**src/rtl/core_irq_pkg.sv**
```systemverilog
`timescale 1ns/1ps
package core_irq_pkg;
  localparam int NumIrq   = 32;
  localparam int IdW      = $clog2(NumIrq);
  localparam int DataW    = 32;
  localparam int AddrW    = 17;
  localparam int FrameBit = 16;
  localparam int OffW     = FrameBit;
  localparam int NumPrio  = 8;
  localparam int PrioIdxW = $clog2(NumPrio);

  // control frame offsets
  localparam logic [OffW-1:0] OffIdent0 = 16'h0008;
  localparam logic [OffW-1:0] OffIdent1 = 16'h000C;
  localparam logic [OffW-1:0] OffSleep  = 16'h0014;
  // interrupt frame offsets
  localparam logic [OffW-1:0] OffGroup  = 16'h0080;
  localparam logic [OffW-1:0] OffEnSet  = 16'h0100;
  localparam logic [OffW-1:0] OffEnClr  = 16'h0180;
  localparam logic [OffW-1:0] OffPdSet  = 16'h0200;
  localparam logic [OffW-1:0] OffPdClr  = 16'h0280;
  localparam logic [OffW-1:0] OffActSet = 16'h0300;
  localparam logic [OffW-1:0] OffActClr = 16'h0380;
  localparam logic [OffW-1:0] OffPrio   = 16'h0400;
  localparam logic [OffW-1:0] OffCfgSw  = 16'h0C00;
  localparam logic [OffW-1:0] OffCfgPriv= 16'h0C04;

  localparam logic [DataW-1:0] CfgSwValue = 32'hAAAA_AAAA;
  localparam int SleepBit    = 1;
  localparam int ChildBit    = 2;
  localparam int LastBit     = 4;

  typedef enum logic [3:0] {
    RdZero, RdIdent0, RdIdent1, RdSleep, RdGroup, RdEnable,
    RdPending, RdActive, RdPrio, RdCfgSw, RdCfgPriv
  } rdSelT;

  typedef struct packed {
    logic                grpWr;
    logic                enSet;
    logic                enClr;
    logic                actSet;
    logic                actClr;
    logic                cfgWr;
    logic                prioWr;
    logic [PrioIdxW-1:0] prioIdx;
    logic                sleepWr;
    logic                ackTake;
    logic                eoiTake;
    logic [IdW-1:0]      eoiIdx;
    rdSelT               rdSel;
  } ctrlStrobeT;
endpackage

```
**src/rtl/core_irq_ctrl.sv**
```systemverilog
`timescale 1ns/1ps
module core_irq_ctrl
  import core_irq_pkg::*;
(
  input  logic [AddrW-1:0] regAddr,
  input  logic             regWrEn,
  input  logic             ackReq,
  input  logic             ackValid,
  input  logic             eoiValid,
  input  logic [IdW:0]     eoiId,
  output ctrlStrobeT       strobe
);
  localparam int PrioLoBit = PrioIdxW + 2;

  logic            irqFrame;
  logic [OffW-1:0] offset;

  assign irqFrame = regAddr[FrameBit];
  assign offset   = regAddr[OffW-1:0];

  always_comb begin
    strobe         = '0;
    strobe.rdSel   = RdZero;
    strobe.prioIdx = offset[PrioLoBit-1:2];
    strobe.ackTake = ackReq & ackValid;
    strobe.eoiTake = eoiValid & ~eoiId[IdW];
    strobe.eoiIdx  = eoiId[IdW-1:0];
    if (!irqFrame) begin
      unique case (offset)
        OffIdent0: strobe.rdSel = RdIdent0;
        OffIdent1: strobe.rdSel = RdIdent1;
        OffSleep: begin
          strobe.rdSel   = RdSleep;
          strobe.sleepWr = regWrEn;
        end
        default: ;
      endcase
    end else begin
      unique case (offset)
        OffGroup: begin
          strobe.rdSel = RdGroup;
          strobe.grpWr = regWrEn;
        end
        OffEnSet: begin
          strobe.rdSel = RdEnable;
          strobe.enSet = regWrEn;
        end
        OffEnClr: begin
          strobe.rdSel = RdEnable;
          strobe.enClr = regWrEn;
        end
        OffPdSet, OffPdClr: strobe.rdSel = RdPending;
        OffActSet: begin
          strobe.rdSel  = RdActive;
          strobe.actSet = regWrEn;
        end
        OffActClr: begin
          strobe.rdSel  = RdActive;
          strobe.actClr = regWrEn;
        end
        OffCfgSw: strobe.rdSel = RdCfgSw;
        OffCfgPriv: begin
          strobe.rdSel = RdCfgPriv;
          strobe.cfgWr = regWrEn;
        end
        default: begin
          if ((offset[OffW-1:PrioLoBit] == OffPrio[OffW-1:PrioLoBit]) &&
              (offset[1:0] == 2'b00)) begin
            strobe.rdSel  = RdPrio;
            strobe.prioWr = regWrEn;
          end
        end
      endcase
    end
  end
endmodule

```
**src/rtl/core_irq_data.sv**
```systemverilog
`timescale 1ns/1ps
module core_irq_data
  import core_irq_pkg::*;
(
  input  logic             clk,
  input  logic             rstN,
  input  ctrlStrobeT       strobe,
  input  logic [DataW-1:0] regWrData,
  input  logic [DataW-1:0] coreAffinity,
  input  logic             isLast,
  input  logic             raiseValid,
  input  logic [IdW-1:0]   raiseId,
  output logic             raiseWasClear,
  output logic             ackValid,
  output logic [IdW-1:0]   ackId,
  output logic             irqPending,
  output logic [DataW-1:0] regRdData,
  output logic [NumIrq-1:0] pendingVec,
  output logic [NumIrq-1:0] activeVec,
  output logic             sleepFlag
);
  logic [NumIrq-1:0] pendingQ, activeQ, enableQ, groupQ;
  logic [DataW-1:0]  cfgPrivQ;
  logic [DataW-1:0]  prioQ [NumPrio];
  logic              sleepQ;

  logic [NumIrq-1:0] candidates, raiseMask, ackMask, eoiMask;
  logic [NumIrq-1:0] wrMask;

  assign candidates = pendingQ & ~activeQ;
  assign wrMask     = regWrData[NumIrq-1:0];

  always_comb begin
    ackId = '0;
    for (int i = 0; i < NumIrq; i++) begin
      if (candidates[i]) ackId = i[IdW-1:0];
    end
  end

  assign ackValid      = |candidates;
  assign raiseMask     = raiseValid ? (NumIrq'(1) << raiseId) : '0;
  assign ackMask       = strobe.ackTake ? (NumIrq'(1) << ackId) : '0;
  assign eoiMask       = strobe.eoiTake ? (NumIrq'(1) << strobe.eoiIdx) : '0;
  assign raiseWasClear = raiseValid & ~pendingQ[raiseId];
  assign irqPending    = |(candidates & enableQ & groupQ);

  always_ff @(posedge clk or negedge rstN) begin
    if (!rstN) begin
      pendingQ <= '0;
      activeQ  <= '0;
      enableQ  <= '0;
      groupQ   <= '0;
      cfgPrivQ <= '0;
      sleepQ   <= 1'b0;
    end else begin
      pendingQ <= (pendingQ & ~ackMask) | raiseMask;
      activeQ  <= (((activeQ | (strobe.actSet ? wrMask : '0))
                   & ~(strobe.actClr ? wrMask : '0)) & ~eoiMask) | ackMask;
      if (strobe.enSet) enableQ <= enableQ | wrMask;
      else if (strobe.enClr) enableQ <= enableQ & ~wrMask;
      if (strobe.grpWr)   groupQ   <= wrMask;
      if (strobe.cfgWr)   cfgPrivQ <= regWrData;
      if (strobe.sleepWr) sleepQ   <= regWrData[SleepBit];
    end
  end

  for (genvar g = 0; g < NumPrio; g++) begin : g_prio
    always_ff @(posedge clk or negedge rstN) begin
      if (!rstN) prioQ[g] <= '0;
      else if (strobe.prioWr && (strobe.prioIdx == PrioIdxW'(g))) prioQ[g] <= regWrData;
    end
  end

  always_comb begin
    regRdData = '0;
    unique case (strobe.rdSel)
      RdIdent0:  regRdData[LastBit] = isLast;
      RdIdent1:  regRdData = coreAffinity;
      RdSleep: begin
        regRdData[SleepBit] = sleepQ;
        regRdData[ChildBit] = sleepQ;
      end
      RdGroup:   regRdData = DataW'(groupQ);
      RdEnable:  regRdData = DataW'(enableQ);
      RdPending: regRdData = DataW'(pendingQ);
      RdActive:  regRdData = DataW'(activeQ);
      RdPrio:    regRdData = prioQ[strobe.prioIdx];
      RdCfgSw:   regRdData = CfgSwValue;
      RdCfgPriv: regRdData = cfgPrivQ;
      default:   regRdData = '0;
    endcase
  end

  assign pendingVec = pendingQ;
  assign activeVec  = activeQ;
  assign sleepFlag  = sleepQ;
endmodule

```
**src/rtl/core_irq_bank.sv**
```systemverilog
`timescale 1ns/1ps
module core_irq_bank
  import core_irq_pkg::*;
(
  input  logic             clk,
  input  logic             rstN,
  input  logic [31:0]      coreAffinity,
  input  logic             isLast,
  input  logic             raiseValid,
  input  logic [4:0]       raiseId,
  output logic             raiseWasClear,
  input  logic             ackReq,
  output logic             ackValid,
  output logic [4:0]       ackId,
  input  logic             eoiValid,
  input  logic [5:0]       eoiId,
  output logic             irqPending,
  input  logic [16:0]      regAddr,
  input  logic             regWrEn,
  input  logic [31:0]      regWrData,
  output logic [31:0]      regRdData
);
  ctrlStrobeT        strobe;
  logic [NumIrq-1:0] pendingVec, activeVec;
  logic              sleepFlag;

  core_irq_ctrl u_ctrl (
    .regAddr (regAddr),
    .regWrEn (regWrEn),
    .ackReq  (ackReq),
    .ackValid(ackValid),
    .eoiValid(eoiValid),
    .eoiId   (eoiId),
    .strobe  (strobe)
  );

  core_irq_data u_data (
    .clk          (clk),
    .rstN         (rstN),
    .strobe       (strobe),
    .regWrData    (regWrData),
    .coreAffinity (coreAffinity),
    .isLast       (isLast),
    .raiseValid   (raiseValid),
    .raiseId      (raiseId),
    .raiseWasClear(raiseWasClear),
    .ackValid     (ackValid),
    .ackId        (ackId),
    .irqPending   (irqPending),
    .regRdData    (regRdData),
    .pendingVec   (pendingVec),
    .activeVec    (activeVec),
    .sleepFlag    (sleepFlag)
  );
endmodule

```
**config.mk**
```make
export PLATFORM = sky130hd
export DESIGN_NAME = core_irq_bank
export DESIGN_NICKNAME = d
export VERILOG_FILES = /design/src/rtl/core_irq_pkg.sv /design/src/rtl/core_irq_ctrl.sv /design/src/rtl/core_irq_data.sv /design/src/rtl/core_irq_bank.sv
export SDC_FILE = /design/constraint.sdc
export NUM_CORES = 1
export LEC_CHECK = 0
export BUFFER_PORTS_ARGS = -buffer_cell sky130_fd_sc_hd__buf_4
export CELL_PAD_IN_SITES_DETAIL_PLACEMENT = 0
export CELL_PAD_IN_SITES_GLOBAL_PLACEMENT = 2
export CORE_MARGIN = 1
export CORE_UTILIZATION = 45
export CTS_CLUSTER_DIAMETER = 30
export CTS_CLUSTER_SIZE = 25
export DETAILED_ROUTE_END_ITERATION = 16
export HOLD_SLACK_MARGIN = 0.12
export PLACE_DENSITY = 0.84
export SLEW_MARGIN = 20
export SYNTH_ARGS = -nofsm -noshare
export SYNTH_HDL_FRONTEND = slang
export SYNTH_HIERARCHICAL = 1
export SYNTH_SLANG_ARGS = --single-unit
```
**constraint.sdc**
```tcl
create_clock -name clk -period 8.9 [get_ports clk]
set_input_delay 1.335 -clock clk [delete_from_list [all_inputs] [get_ports clk]]
set_output_delay 1.335 -clock clk [all_outputs]
set_load 0.05 [all_outputs]
```
* Word level (Yosys, flattened, before mapping)
Cells that the tools add are included.
** Cells by class
- $add $sub $neg :: 0
- Multiply operators :: 0
- Divide/modulo/power cells :: 0
- Order comparisons :: 2
- Equal/unequal tests :: 30
- Shifts and indexed selects :: 3
- Mux-type cells :: 63
- Bitwise operators :: 22
- Reduce and logical (&&, ||, !) cells :: 18
** Operator list (count)
- 2-to-1 mux 32 bit :: 9
- bitwise AND 32 bit :: 7
- one-hot mux 27 bit (8 select lines) :: 1
- inverter 32 bit :: 5
- 2-to-1 mux 5 bit :: 30
- bitwise OR 32 bit :: 4
- binary-select mux 32 bit (select 3 bit) :: 1
- << shifter 1 x 5 -> 32 bit (first input constant) :: 3
- equality test 16 x 10 -> 1 bit (second input constant) :: 4
- OR reduction 32 bit :: 2
- equality test 16 x 12 -> 1 bit (second input constant) :: 2
- equality test 16 x 4 -> 1 bit (second input constant) :: 2
- equality test 16 x 9 -> 1 bit (second input constant) :: 2
- one-hot mux 4 bit (6 select lines) :: 1
- one-hot mux 2 bit (9 select lines) :: 1
- equality test 16 x 5 -> 1 bit (second input constant) :: 1
- equality test 16 x 8 -> 1 bit (second input constant) :: 1
- equality test 4 x 3 -> 1 bit (second input constant) :: 4
- one-hot mux 1 bit (8 select lines) :: 2
- equality test 3 bit (second input constant) :: 4
- equality test 4 bit (second input constant) :: 3
- 2-to-1 mux 1 bit :: 12
- equality test 11 x 6 -> 1 bit (second input constant) :: 1
- logical AND 1 bit :: 9
- 19 further kinds :: 27
** Word-level totals
- Bits in registers :: 417
- Bits in latches :: 0
- Memory bits (writable) :: 0
- Bits in read-only memories :: 0
- Input bits :: 99
- Output and inout port bits :: 40
- Word-level logic and storage cells :: 152
- Memories kept :: 0

* Logic depth before layout (Yosys ltp)
Gate-level depths: netlist of run 1.
- Word-level depth :: 38
- Gate-level depth with buffers :: 14

* Hierarchy
The synthesis of run 1 kept the hierarchy.
** By module, submodules not included
- core_irq_data :: instances 1, cells an instance 1656, area each 20786.2 µm²
- core_irq_ctrl :: instances 1, cells an instance 56, area each 341.6 µm²

* Worst setup path before layout of run 1
OpenSTA, ideal clock, no wires.
- Kind :: input port to output port
- Start point :: in regAddr[5]
- End point :: out regRdData[12]
- Arrival :: 4.577 ns
- Data required time :: 7.565 ns
- Path slack :: 2.988 ns
- Stages :: 9
- Cell sequence :: nor4_1 > nand2_1 > or4_1 > nor2_1 > clkbuf_1 > nand2b_1 > or3_1 > clkbuf_1 > o21ai_0
** RTL lines
- from (decl) :: line core_irq_bank.sv:18 : input logic [16:0] regAddr,
- to (decl) :: line core_irq_bank.sv:21 : output logic [31:0] regRdData

==> reports/qor.yml, run 1 <==
fill_cells: 3820
vias: 15700
drt-pass1-iter-count: 14
crit_type: "input pin to output port"
grt_pass1_vias: 15960
grt_pass1_wl_um: 103100
antenna_left: 0
setup_viol: 0
numClockSinks: 417
die-area_um2: 47820
rr_endpoint: "u_data/pendingVec[11]"
synth_xor_area_share_pct: 0.04145
ys_async_sr_fraction_pct: 100.0
ys_types: 63
clk_latency_ns: 0.62
rows: 79
place_congestion: 0.9785
cts_resized: 0
crit_path_start: "regAddr[5]"
die-width_um: 218.7
cpPeakStageDelay_ns: 0.55
nets: 1931
reg2reg_depth: 11
synthAdderAreaFrac_pct: 0
die_y_um: 218.7
ctsHoldBuffers: 0
synthCells: 1712
syn-num-nets: 1811
pre_cts_ws_ns: 2.250
wire_per_inst_um: 27.18
hold_violations: 0
hold_slack_ns: 0.4936
crit_path_cell_trace: "buf_4 > nor4_1 > nand2_1 > or4_1 > nor2_2 > buf_4 > nor2b_1 > and3_1 > a22o_1 > a221o_1 > a221oi_1 > o21ai_0 > buf_4"
syn2layout_area_growth_pct: 24.03
maxCapViolations: 0
syn_area_um2: 21130
synth_edf_count: 0
seq_area_frac_synth_pct: 49.39
seqPwrFrac_pct: 30.3
pwr-share-clk_pct: 55.1
clockRootBuffer: "clkbuf_16"
postCtsSetupBuffers: 0
core_area_um2: 46460
worstMarginPinSlew_ns: 1.066
max_freq_mhz: 148.9
crit_top_cell: "buf_4"
synthMuxAreaShare_pct: 27.41
status: "finished, violations left"
fin_crit_ns: 6.714
grt_max_degree: 182
synth-seq-cells: 417
synth_flop_cell: "dfrtp_1"
critPathRequiredTime_ns: 7.57
cts_tree: "yes"
synth_top_family_by_area: "multiplexers"
rsz0062_at_grt: "false"
final_common_cell: "dfrtp_1"
skew_ns: 0.01748
slew_violations: 0
synth_compound_area_share_pct: 11.42
ir_worst_vdd_v: 0.0002130
clkTransAtPathRegs_ns: 0.04
r2r_start: "u_data/pendingVec[29]"
io_pins: 139
mostFrequentLayoutCells: "dfrtp_1 (417), mux2_2 (328), buf_4 (166)"
rrSetupSlack_ns: 4.79
critPathArrivalTime_ns: 5.38
drive_above_1_share_pct: 40.32
htree_levels: 3
drc_errors: 4
gr-total-overflow: 0
drt_iter0_drc: 1382
hold_path_class: "register to register"
leakagePower_nw: 12.10
cp-end-kind: "output port"
setup_slack_ns: 2.186
power_density_nw_per_um2: 261.3
clockBufferDepth: 3
drt-total-wl_um: 68490
numCtsBuffers: 97
initial_core_util_pct: 45.48
comb_power_share_pct: 14.6
fin_crit_sh_pct: 75.44
crit_end: "regRdData[8]"
slew-limit-headroom_pct: 28.95
violations: "design-rule violations"
antenna_found_initial: 2
slowest_stage: "or4_1"
yosys_warnings: 6
crit_fanout: 23
swShare_pct: 28.29
startpoint_type: "input pin"
avgSynthCellArea_um2: 12.34
dpl.hpwl_um: 46290
portBuffers: 138
gr-usage-all-layers_pct: 29.16
p_switching_mw: 1.937
fin_setup_tns_ns: 0
p_int_mw: 4.910
yosys.area_share.simple_pct: 8.617
post_drt_via_cell_ratio: 6.229
## cell usage after synthesis (all sizes together), types with 15 or more instances
master	number	area, um2
a21o	15	112.6
a21oi	58	290.3
a221o	37	370.4
a221oi	16	140.1
a22o	38	332.8
a22oi	43	322.8
buf	28	146.4
clkbuf	121	454.2
dfrtp	417	10440
inv	15	58.81
mux2	328	3694
mux2i	43	430.4
mux4	74	1667
nand2	96	365.3
nand2b	19	118.9
nand3	58	290.3
nor2	35	133.9
nor2b	38	252.8
nor3	23	115.1
o21ai	80	400.4
o2bb2ai	17	148.9
## through the flow
stage	cell area [um2]	utilization (%)	cells	power, mW
after floorplan	21130	-	1712	2.666
after global placement	22650	48.76	2339	3.073
after detailed placement	22650	48.76	2339	3.071
after CTS	26170	56.33	2518	6.870
after global routing	26200	56.40	2519	7.064
final	26200	56.40	2520	6.847
## registers in the layout (all words and copies together), names as in the netlist, named ones only
register,count
u_data/groupQ,32
u_data/sleepFlag,1
u_data/prioQ,256
u_data/cfgPrivQ,32
u_data/pendingVec,32
u_data/activeVec,32
## critical path, delay by kind of cell
family	cells	cell delay (ns)
simple gates	6	1.94
compound gates	4	1.39
buf+inv	3	0.70
## power groups by stage
stage               logic (mW)  registers, mW  clock network (mW)
floorplan                0.619           2.05                   0
global placement         0.973           2.10                   0
detailed placement       0.975           2.10                   0
CTS                      0.982           2.07                3.82
global route              1.06           2.08                3.92
finish                   0.998           2.08                3.77
## worst min-delay path by stage
stage / startpoint / end / cells past startpoint
global route: u_data/prioQ[135] / u_data/prioQ[135] / 1
finish: u_data/prioQ[42] / u_data/prioQ[42] / 1
global placement: u_data/prioQ[43] / u_data/prioQ[43] / 1
CTS: u_data/prioQ[42] / u_data/prioQ[42] / 1
detailed placement: u_data/prioQ[42] / u_data/prioQ[42] / 1
floorplan: u_data/prioQ[32] / u_data/prioQ[32] / 1
## cells by family (layout without fill, tap and decap cells)
kind of cell,Yosys count,in the layout
mux,445,445
flops,417,417
simple gates,345,345
xor+xnor,1,1
buf+inv,164,364
compound gates,340,340
other cells,0,1
## area by class of cell
cell class / count / area [um2] / area share, %
flip-flops and latches: 417 / 10440 / 39.82
multi-input cells: 1131 / 10110 / 38.58
clock buffers: 131 / 2786 / 10.63
repair buffers: 170 / 1320 / 5.037
well taps: 607 / 759.5 / 2.898
clock inverters: 48 / 733.2 / 2.798
inverters: 15 / 58.81 / 0.2244
diodes: 1 / 2.502 / 0.009550
## per-layer routing
| layer | global-route usage [%] | wire, um | vias to the layer above |
|---|---|---|---|
| li1 | - | - | 6759 |
| met1 | 39.58 | 29030 | 8225 |
| met2 | 47.37 | 33640 | 604 |
| met3 | 4.106 | 3761 | 106 |
| met4 | 11.04 | 2043 | 2 |
| met5 | 0 | 13 | - |
No activity file was read; power rests on OpenSTA's default activity.
==> run 2, diff against run 1 <==
- ABC_AREA: default -> 1
- CORE_UTILIZATION: 45 -> 37
- PLACE_DENSITY: 0.84 -> 0.81
- clock period: 8.9 -> 6.25 ns (I/O delays scaled with it)
==> run 2 against run 1 <==
The run now ends clean. Clock skew fell by 0.0059 ns. Non-clock buffer count is 8 higher. Clock-buffer cell count is 16 higher. Via count increased by 22%. Critical path type unchanged. Synthesized area fell by 3.0%. First-iteration DRC count up 44%. Combinational power is 100% higher. Sequential power is 46% higher. Die area is 18% higher. Critical path depth up 6. Cell area down 0.66%.
==> reports/qor.yml, run 2 <==
wire_per_inst_um: 23.46
numCtsBuffers: 106
vias: 19220
maxCapViolations: 0
numClockSinks: 417
grt_pass1_vias: 18900
crit_fanout: 19
max_freq_mhz: 191.2
clockBufferDepth: 3
synth_most_common_cell: "nand2_1"
clockRootBuffer: "clkbuf_16"
yosys_warnings: 6
cp-end-kind: "output port"
cts_tree: "yes"
mostFrequentLayoutCells: "nand2_1 (644), dfrtp_1 (417), o21ai_0 (379)"
ys_types: 39
leakagePower_nw: 12.15
grt_max_degree: 146
ys_top_cells_by_count: "nand2_1 (651), dfrtp_1 (417), o21ai_0 (379)"
p_int_mw: 7.568
hold_violations: 0
fin_crit_ns: 5.229
yosys-top-cells-area: "dfrtp_1 (51%), nand2_1 (12%), o21ai_0 (9.3%), inv_1 (4.1%), a22oi_1 (3.4%)"
core_area_um2: 54240
gr-usage-all-layers_pct: 28.91
largest-register: "u_data/prioQ"
worstMarginPinSlew_ns: 1.249
die-width_um: 237.3
largest_register_ffs: 256
swShare_pct: 30.45
initial_core_util_pct: 37.77
pwr-share-clk_pct: 53.7
final_area_um2: 26030
startpoint_type: "input pin"
antenna_left: 0
ir_worst_vdd_v: 0.0005126
dpl.hpwl_um: 53890
drt_iter0_drc: 1989
ctsHoldBuffers: 0
htree_levels: 3
syn2layout_area_growth_pct: 27.07
synth-seq-cells: 417
io_pins: 139
post_drt_via_cell_ratio: 5.592
final_common_cell: "nand2_1"
power_density_nw_per_um2: 418.0
antenna_found_initial: 3
comb_power_share_pct: 18.4
fill_cells: 5248
place_congestion: 0.9881
drt-pass1-iter-count: 7
cts_resized: 0
syn-num-nets: 2639
nets: 2751
drive_above_1_share_pct: 15.29
slew_violations: 0
setup_viol: 0
gr-total-overflow: 0
seq_area_frac_synth_pct: 50.94
p_switching_mw: 3.314
clk_latency_ns: 0.63
fin_crit_sh_pct: 83.67
crit_type: "input pin to output port"
avgSynthCellArea_um2: 8.065
die_y_um: 237.3
rsz0062_at_grt: "false"
die-area_um2: 56310
fin_setup_tns_ns: 0
drt-total-wl_um: 80630
clkTransAtPathRegs_ns: 0.04
status: "complete, no violations"
hold_path_class: "input pin to asynchronous set/reset pin"
synth_flop_cell: "dfrtp_1"
postCtsSetupBuffers: 0
skew_ns: 0.01155
seqPwrFrac_pct: 27.9
synth_edf_count: 0
dpl_cell_area_um2: 22160
rows: 85
drc_errors: 0
seqCellArea_um2: 10440
slew-limit-headroom_pct: 14.57
critPathRequiredTime_ns: 5.31
ys_async_sr_fraction_pct: 100.0
fin_util_pct: 47.99
portBuffers: 138
netlist.area_leader.share_pct: 50.94
grt_pass1_wl_um: 121100
synthCells: 2540
critPathArrivalTime_ns: 4.29
multiInputGateArea_um2: 8542
synth_top_area_cell: "dfrtp_1"
syn_area_um2: 20480
-- run 2: cell count changes in the layout (fill, tap and decap cells not counted), sizes merged, moves of 50 or more --
| cell | before | now |
|---|---|---|
| inv | 18 | 234 |
| mux2 | 328 | 0 |
| mux4 | 74 | 0 |
| nand2 | 96 | 666 |
| nand3 | 58 | 108 |
| nor2 | 35 | 133 |
| o21ai | 80 | 398 |
-- run 2: power by group through the flow --
stage                     Sequential (mW)  Combinational (mW)  Clock, mW
after global placement               3.07                1.98          0
after floorplan                      3.02                1.28          0
final                                3.04                2.00       5.84
after global routing                 3.06                2.18       6.06
after detailed placement             3.08                1.98          0
after CTS                            3.04                1.99       5.91
-- run 2: kinds of logic (layout without fill, tap and decap cells) --
| logic type | Yosys count | count (layout) | synth area share (%) |
|---|---|---|---|
| AOI/OAI and AO/OA | 721 | 721 | 21.10 |
| buffers and inverters | 415 | 615 | 7.757 |
| and+or+nand+nor | 987 | 987 | 20.20 |
| other | 0 | 1 | 0 |
| DFF | 417 | 417 | 50.94 |
-- run 2: per-layer routing --
| layer | share of wire (%) | track usage (%) |
|---|---|---|
| met1 | 44 | 39.80 |
| met2 | 45 | 45.17 |
| met3 | 6.4 | 4.657 |
| met4 | 4.0 | 12.20 |
| met5 | 0 | 0 |
-- run 2: metrics by stage --
| step | total power, mW | hold WS, ns | cells | worst slack (ns) |
|---|---|---|---|---|
| floorplan | 4.301 | 0.4419 | 2540 | 1.884 |
| global placement | 5.055 | 0.4623 | 3240 | 1.116 |
| detailed placement | 5.056 | 0.4697 | 3240 | 1.120 |
| CTS | 10.93 | 0.4042 | 3436 | 1.104 |
| global route | 11.30 | 0.4231 | 3436 | 0.8284 |
| finish | 10.88 | 0.3252 | 3437 | 1.021 |
-- run 2: area by class of cell --
cell class / instances / share of cell area (%)
Antenna cell: 1 / 0.009614
Clock buffer: 147 / 11.79
Tap cell: 696 / 3.346
Multi-Input combinational cell: 1708 / 32.82
Clock inverter: 49 / 3.072
Inverter: 241 / 3.475
Sequential cell: 417 / 40.09
Timing Repair Buffer: 178 / 5.403
-- run 2: worst max-delay path, cell delays in order --
cell	delay (ns)
buf_4	0.11
nor2_2	0.13
nand2_2	0.13
nor3_2	0.21
nand3_1	0.14
nand3_1	0.09
nand2_1	0.05
inv_1	0.08
inv_1	0.04
nor2_1	0.08
inv_1	0.08
nor3_2	0.11
buf_4	0.29
clkinv_1	0.80
o22ai_1	0.46
a2111oi_1	0.10
buf_4	0.17
nand2_1	0.05
buf_4	0.20
-- run 2: path summary, 6_finish.rpt --
path | start | end | slack, ns | cells after the start
max in group asynchronous | rstN | u_data/prioQ[118] | 4.49 | 2
min | rstN | u_data/prioQ[105] | 0.33 | 1
max reg2reg | u_data/pendingVec[31] | u_data/pendingVec[9] | 2.80 | 15
min reg2reg | u_data/pendingVec[20] | u_data/pendingVec[20] | 0.48 | 2
max | regAddr[12] | regRdData[15] | 1.02 | 19
min in group clk | u_data/pendingVec[20] | u_data/pendingVec[20] | 0.48 | 2
==> run 3, diff against run 2 <==
- ABC_AREA: 1 -> 0
- CORE_UTILIZATION: 37 -> 38
- PLACE_DENSITY: 0.81 -> 0.76
- clock period: 6.25 -> 4.65 ns (I/O delays scaled with it)
==> run 3 against run 2 <==
Clock skew grew 0.0073 ns. Combinational power grew 3%. Critical path type unchanged. Register-to-register slack lost 2.0 ns. Flip-flop and latch count is the same. Largest cell class unchanged. Power grew 16%. Routed wire length shrank 9.0%. Hold slack gained 0.12 ns. Clock power grew 12%. Critical endpoint is now regRdData[0].
==> reports/qor.yml, run 3 (synthesis results as in run 1) <==
status: "complete, no violations"
crit_type: "input pin to output port"
largest-register: "u_data/prioQ"
swShare_pct: 30.67
crit_fanout: 11
die_y_um: 237.8
num_antenna_cells: 0
place_congestion: 0.9483
rsz0062_at_grt: "false"
cts_tree: "yes"
hold_violations: 0
dpl_cell_area_um2: 23310
nets: 1981
slew-limit-headroom_pct: 24.48
power_density_nw_per_um2: 474.0
startpoint_type: "input pin"
skew_ns: 0.01883
drt-total-wl_um: 73350
cp-end-kind: "output port"
portBuffers: 138
fin_setup_tns_ns: 0
wire_per_inst_um: 27.09
drc_errors: 0
critPathArrivalTime_ns: 3.77
seqPwrFrac_pct: 31.7
largest_register_ffs: 256
htree_levels: 3
maxCapViolations: 0
io_pins: 139
worstMarginPinSlew_ns: 1.122
fin_crit_sh_pct: 96.05
pwr-share-clk_pct: 51.8
clkTransAtPathRegs_ns: 0.05
initial_core_util_pct: 38.42
leakagePower_nw: 12.19
hold_path_class: "input pin to register"
dpl.hpwl_um: 51780
die-width_um: 237.8
die-area_um2: 56550
vias: 16050
clockBufferDepth: 3
fin_crit_ns: 4.466
clk_latency_ns: 0.63
grt_pass1_vias: 16240
drt-pass1-iter-count: 6
max_freq_mhz: 223.9
p_switching_mw: 3.859
ir_worst_vdd_v: 0.0003205
grt_max_degree: 129
numCtsBuffers: 90
hold_slack_ns: 0.4434
numClockSinks: 417
core_area_um2: 54990
fill_cells: 4887
antenna_found_initial: 0
power_mw: 12.59
slew_violations: 0
post_drt_via_cell_ratio: 5.930
rrSetupSlack_ns: 0.84
rows: 86
grt_pass1_wl_um: 109200
gr-total-overflow: 0
antenna_left: 0
final_area_um2: 26550
final_common_cell: "dfrtp_1"
syn2layout_area_growth_pct: 25.68
drive_above_1_share_pct: 42.01
comb_power_share_pct: 16.5
critPathRequiredTime_ns: 3.95
fin_util_pct: 48.29
drt_iter0_drc: 1448
gr-usage-all-layers_pct: 26.21
clockRootBuffer: "clkbuf_16"
setup_viol: 0
p_int_mw: 8.726
mostFrequentLayoutCells: "dfrtp_1 (417), mux2_2 (328), buf_4 (220)"
==> run 3: cell types whose count changed in the layout (fill, tap and decap cells not counted), moves of 74 or more <==
cell / change
mux2_2: +328
inv_1: -210
mux4_2: +74
nand2_1: -550
o21ai_0: -317
nor2_1: -81
==> run 3: area by class of cell <==
| type | instances | area (um2) | area share, % |
|---|---|---|---|
| Sequential cell | 417 | 10440 | 39.30 |
| Multi-Input combinational cell | 1131 | 10150 | 38.24 |
| Clock buffer | 117 | 2494 | 9.391 |
| Timing Repair Buffer | 227 | 1777 | 6.691 |
| Tap cell | 748 | 935.9 | 3.525 |
| Clock inverter | 52 | 699.4 | 2.634 |
| Inverter | 15 | 58.81 | 0.2215 |
==> run 3: stage by stage <==
stage	setup WS, ns	cells
after floorplan	0.01257	1712
after global placement	0.08459	2537
after detailed placement	-0.01420	2537
after CTS	0.01126	2707
after global routing	0.01096	2707
final	0.1837	2707
==> run 3: what timing repair did <==
item	CTS	global route
setup buffers	0	0
hold buffers	1	0
setup endpoints to repair	2	18
endpoints found under the hold margin	52	0
gates resized for setup	2	10
==> run 3: worst max-delay path, cell delays in order <==
cell and delay (ns):
buf_4 0.11, nor4_2 0.30, nand2_1 0.12, or4_1 0.55, nor2_2 0.16, buf_4 0.21, inv_1 0.07, nand2_1 0.13
buf_4 0.14, nor2_2 0.11, a22oi_1 0.21, nand2_1 0.07, a221oi_1 0.41, o21ai_0 0.23, buf_4 0.25
==> run 3: path summary, 6_finish.rpt <==
check / from / to / depth (start not counted)
max: regAddr[5] / regRdData[0] / 15
min: regWrData[12] / register / 2
max reg2reg: u_data/pendingVec[29] / u_data/pendingVec[11] / 11
min reg2reg: u_data/prioQ[43] / u_data/prioQ[43] / 1
max in group asynchronous: rstN / u_data/groupQ[24] / 3
min in group asynchronous: rstN / u_data/prioQ[130] / 2
==> run 3: power by group through the flow <==
stage / Clock [mW] / Combinational, mW / Sequential, mW
2_1_floorplan: 0 / 1.18 / 3.92
3_3_place_gp: 0 / 2.01 / 4.03
3_5_place_dp: 0 / 2.00 / 4.02
4_1_cts: 6.63 / 2.02 / 3.97
5_1_grt: 6.82 / 2.16 / 3.99
6_report: 6.52 / 2.07 / 3.99
==> run 3: routing by layer <==
metal / track usage (%) / up-vias / part of all wire (%)
li1: - / 6850 / -
met1: 37.45 / 8452 / 45
met2: 40.37 / 633 / 46
met3: 4.274 / 117 / 6.3
met4: 8.954 / 0 / 2.7
met5: 0 / - / 0
